### src/rtl/bsu_pkg.sv
package bsu_pkg;

    localparam int WORD_W  = 32;
    localparam int GROUP_W = 8;
    localparam int POS_W   = $clog2(WORD_W + 1);

    typedef enum logic [1:0] {
        SEEK_ONE  = 2'b00,
        SEEK_ZERO = 2'b01,
        SEEK_EDGE = 2'b10,
        SEEK_NONE = 2'b11
    } seek_mode_e;

    typedef struct packed {
        logic             hit;
        logic [POS_W-1:0] pos;
    } scan_res_t;

    function automatic logic mode_accepts(input seek_mode_e m);
        return m != SEEK_NONE;
    endfunction

endpackage

### src/rtl/bsu_qualify.sv
module bsu_qualify
    import bsu_pkg::*;
#(
    parameter int W = WORD_W
) (
    input  logic [W-1:0] word,
    input  seek_mode_e   mode,
    output logic [W-1:0] mask
);
    logic [W-1:0] diff;

    always_comb begin
        diff        = word ^ {W{word[W-1]}};
        diff[W-1]   = 1'b0;
        unique case (mode)
            SEEK_ONE:  mask = word;
            SEEK_ZERO: mask = ~word;
            SEEK_EDGE: mask = diff;
            default:   mask = '0;
        endcase
    end
endmodule

### src/rtl/bsu_group_scan.sv
module bsu_group_scan #(
    parameter int GW    = 8,
    localparam int OFF_W = (GW > 1) ? $clog2(GW) : 1
) (
    input  logic [GW-1:0]    bits,
    output logic             hit,
    output logic [OFF_W-1:0] off
);
    always_comb begin
        hit = 1'b0;
        off = '0;
        for (int i = 0; i < GW; i++) begin
            if (!hit && bits[GW-1-i]) begin
                hit = 1'b1;
                off = OFF_W'(i);
            end
        end
    end
endmodule

### src/rtl/bsu_lead_scan.sv
module bsu_lead_scan
    import bsu_pkg::*;
#(
    parameter int W  = WORD_W,
    parameter int GW = GROUP_W,
    localparam int NG    = W / GW,
    localparam int OFF_W = (GW > 1) ? $clog2(GW) : 1
) (
    input  logic [W-1:0] mask,
    output scan_res_t    res
);
    logic             g_hit [NG];
    logic [OFF_W-1:0] g_off [NG];

    for (genvar g = 0; g < NG; g++) begin : g_grp
        bsu_group_scan #(.GW(GW)) u_grp (
            .bits (mask[W-1-g*GW -: GW]),
            .hit  (g_hit[g]),
            .off  (g_off[g])
        );
    end

    always_comb begin
        res.hit = 1'b0;
        res.pos = POS_W'(W);
        for (int g = 0; g < NG; g++) begin
            if (!res.hit && g_hit[g]) begin
                res.hit = 1'b1;
                res.pos = POS_W'(g * GW) + POS_W'(g_off[g]);
            end
        end
    end
endmodule

### src/rtl/bit_seek_unit.sv
module bit_seek_unit
    import bsu_pkg::*;
(
    input  logic              clk,
    input  logic              rst,
    input  logic              wr_en,
    input  logic [1:0]        wr_sel,
    input  logic [WORD_W-1:0] wr_data,
    output logic [POS_W-1:0]  pos_q
);
    seek_mode_e        mode;
    logic [WORD_W-1:0] mask;
    scan_res_t         scan;

    assign mode = seek_mode_e'(wr_sel);

    bsu_qualify #(.W(WORD_W)) u_qual (
        .word (wr_data),
        .mode (mode),
        .mask (mask)
    );

    bsu_lead_scan #(.W(WORD_W), .GW(GROUP_W)) u_scan (
        .mask (mask),
        .res  (scan)
    );

    always_ff @(posedge clk) begin
        if (rst) begin
            pos_q <= POS_W'(WORD_W);
        end else if (wr_en && mode_accepts(mode)) begin
            pos_q <= scan.pos;
        end
    end
endmodule

### config.mk
export PLATFORM = sky130hd
export DESIGN_NAME = bit_seek_unit
export DESIGN_NICKNAME = d
export VERILOG_FILES = /design/src/rtl/bsu_pkg.sv /design/src/rtl/bsu_qualify.sv /design/src/rtl/bsu_group_scan.sv /design/src/rtl/bsu_lead_scan.sv /design/src/rtl/bit_seek_unit.sv
export SDC_FILE = /design/constraint.sdc
export NUM_CORES = 1
export LEC_CHECK = 0
export ABC_AREA = 0
export BUFFER_PORTS_ARGS = -buffer_cell sky130_fd_sc_hd__buf_2
export CAP_MARGIN = 20
export CORE_ASPECT_RATIO = 1.75
export CORE_MARGIN = 2
export CORE_UTILIZATION = 55
export DETAILED_ROUTE_END_ITERATION = 12
export GPL_TIMING_DRIVEN = 0
export PLACE_DENSITY = 0.93
export SYNTH_ARGS = -nofsm -noshare
export SYNTH_HDL_FRONTEND = slang
export SYNTH_SLANG_ARGS = --single-unit
### constraint.sdc
create_clock -name clk -period 6.3 [get_ports clk]
set_input_delay 1.26 -clock clk [delete_from_list [all_inputs] [get_ports clk]]
set_output_delay 1.26 -clock clk [all_outputs]
set_load 0.05 [all_outputs]
==> results.sh <==
export IMPL_grt_usage=0.2839
export IMPL_overflow=0
export IMPL_fp_row_count=24
export IMPL_hp_class="register to register"
export IMPL_final_cell_mix="buf_2, nand2_1, a21oi_1"
export IMPL_max_cap_violations=0
export IMPL_slowest_stage="or3_1"
export IMPL_placed_cells=282
export IMPL_grt_max_degree=11
export IMPL_worstMarginPinSlew_ns=0.5065
export IMPL_layout_commonest_cell="buf_2"
export IMPL_yosysWarnings=0
export IMPL_syn_nets=253
export IMPL_area_delta_synth_final_pct=18.81
export IMPL_drc=0
export IMPL_hold_viol=0
export IMPL_fin_nets=298
export IMPL_rsz0062_at_grt="no"
export IMPL_async_flop_share=0
export IMPL_ir_worst_vdd_mv=0.09061
export IMPL_crit_chain="buf_2, a21oi_1, buf_2, o221ai_1, nand4_1, nand2b_1, nor3_1, or3_1, a32o_1"
export IMPL_relSlewSlack=0.6623
export IMPL_synthCells=216
export IMPL_path_clk_slew_ns=0.04
export IMPL_dr_pass1_iters=4
export IMPL_die_h_microns=72.08
export IMPL_layout_min_cycle_time_ns=3.117
export IMPL_fillers=236
export IMPL_initial_core_util=0.5843
export IMPL_drt_initial_drc_count=72
export IMPL_outcome="completed"
export IMPL_antenna_cells=0
export IMPL_post_cts_buffers=0
export IMPL_cp_arrival_ns=3.22
export IMPL_synth_top_area_frac=0.08247
export IMPL_synth_top_area_cell="dfxtp_1"
export IMPL_synth_edf_count=0
export IMPL_syn_area_sq_um=1456
export IMPL_fin_cells=285
export IMPL_slew_violations=0
export IMPL_powerDensity_nw_per_um2=130.3
export IMPL_first_global_vias=1726
export IMPL_finalCritPeriodShare=0.4948
export IMPL_ys_seq_area_frac=0.08247
export IMPL_cp_max_fo=10
export IMPL_setup_viol=0
export IMPL_hpwl_microns=3255
export IMPL_setup_tns_ns=0
export IMPL_drive_gt1_frac=0.3205
export IMPL_ys_types=55
export IMPL_cts_tree="yes"
export IMPL_grt_antenna_before_repair=0
export IMPL_busiest_layer="met2"
export IMPL_synth_ff_type="dfxtp_1"
export IMPL_die_w_microns=42.90
export IMPL_ctsResizeCount=0
export IMPL_worstSetupPathType="input port to register"
export IMPL_dieArea_sq_um=3092
export IMPL_io_buffers=40
export IMPL_ios=43
export IMPL_cts_made_buffers=3
export IMPL_vias=1838
export IMPL_ant_nets=0
export IMPL_grt_pass1_wl_microns=7058
export IMPL_use_met1=0.3023
export IMPL_largest_registers="pos_q x6"
export IMPL_critPathRequiredTime_ns=6.41
export IMPL_skew_ns=0
export IMPL_hold_slack_ns=0.4686
export IMPL_drt_wl_total_microns=4119
export IMPL_critical_path_max_stage_delay_ns=0.37
export IMPL_clockBufferDepth=2
export IMPL_p_leak_nw=0.7125
export IMPL_grt_use_met2=0.5303
export IMPL_largest_reg_flops=6
export IMPL_final_util=0.6943
export IMPL_h_tree_depth=1
export IMPL_core_area_sq_um=2492
export IMPL_viasPerCell=6.449
export IMPL_place_gp_congestion=0.9300
export IMPL_clkLatencyLatePin_ns=0.22
export IMPL_met3_usage=0.02736
export IMPL_path_common_cell="buf_2"
export IMPL_power_uw=225.5
export IMPL_ys_ff_latch=6
export IMPL_top_register="pos_q"
export IMPL_cts_hold_buf=0
export IMPL_syn_avg_cell_area_sq_um=6.743
export IMPL_synthTopCellsByArea="dfxtp_1, nand2_1, o221ai_1"
export IMPL_cp_end_kind="register"
export IMPL_max_freq_ghz=0.3208
export IMPL_start_kind="input port"
export IMPL_wl_per_cell_microns=14.45
export IMPL_ctsRootBufferMaster="clkbuf_8"
export IMPL_cts_sinks=6
## through the flow
step / instance area, sq um / worst slack (ns)
finish: 1730 / 3.183
global route: 1730 / 2.967
CTS: 1730 / 3.181
detailed placement: 1689 / 2.963
global placement: 1689 / 3.005
floorplan: 1456 / 3.323
## critical path, delay by kind of cell
family                 cells  cell delay [ns]
buffers and inverters      2             0.42
AOI/OAI and AO/OA          3             0.73
and+or+nand+nor            4             0.80
## power breakdown
part	switching, mW	internal [mW]	total, mW
clock network	0.0152	0.0409	0.0561
logic	0.0751	0.0522	0.127
registers	0.00113	0.0409	0.0420
total	0.0914	0.134	0.225
## path summary, 6_finish.rpt
check	cells after the start	slack, ns	start	to
setup / recovery	9	3.18	wr_sel[1]	pos_q[2]$_SDFFE_PP0P_
setup reg to reg	3	5.35	pos_q[0]$_SDFFE_PP0P_	pos_q[0]$_SDFFE_PP0P_
hold reg to reg	1	0.47	pos_q[2]$_SDFFE_PP0P_	pos_q[2]$_SDFFE_PP0P_
hold / removal	1	0.47	pos_q[2]$_SDFFE_PP0P_	pos_q[2]$_SDFFE_PP0P_
## cells by family (layout without fill, tap and decap cells)
family                    Yosys count  in the layout  share of synthesized area
and+or+nand+nor                   104            104                     0.3823
xor gates and xnor gates            6              6                    0.03608
AOI/OAI and AO/OA                  81             81                     0.4115
muxes                               1              1                    0.01031
DFF                                 6              6                    0.08248
buffers and inverters              18             61                    0.07731
## synthesized netlist by cell type (3+ instances only)
| library cell | number |
|---|---|
| a21oi_1 | 19 |
| a31oi_1 | 3 |
| and2_1 | 4 |
| buf_2 | 4 |
| buf_6 | 4 |
| dfxtp_1 | 6 |
| inv_1 | 4 |
| nand2_1 | 31 |
| nand2b_1 | 5 |
| nor2_1 | 17 |
| nor2b_1 | 9 |
| nor3_1 | 10 |
| o21ai_0 | 9 |
| o221ai_1 | 12 |
| o22ai_1 | 10 |
| or2_2 | 13 |
| xnor2_1 | 6 |
## per-layer routing
layer	wire length, microns	up-vias
met5	0	-
met4	121	0
met3	272	16
met2	2222	86
met1	1502	834
li1	-	902
## cell type report
cell class | instances | area [sq um] | area share
multi-input cells | 192 | 1224 | 0.7072
repair buffers | 40 | 200.2 | 0.1157
flip-flops and latches | 6 | 120.1 | 0.06941
plain buffers | 12 | 87.58 | 0.05061
clock buffers | 3 | 41.29 | 0.02386
well taps | 26 | 32.53 | 0.01880
inverters | 6 | 25.02 | 0.01446
Note: power is estimated with default switching activity, not from simulation.
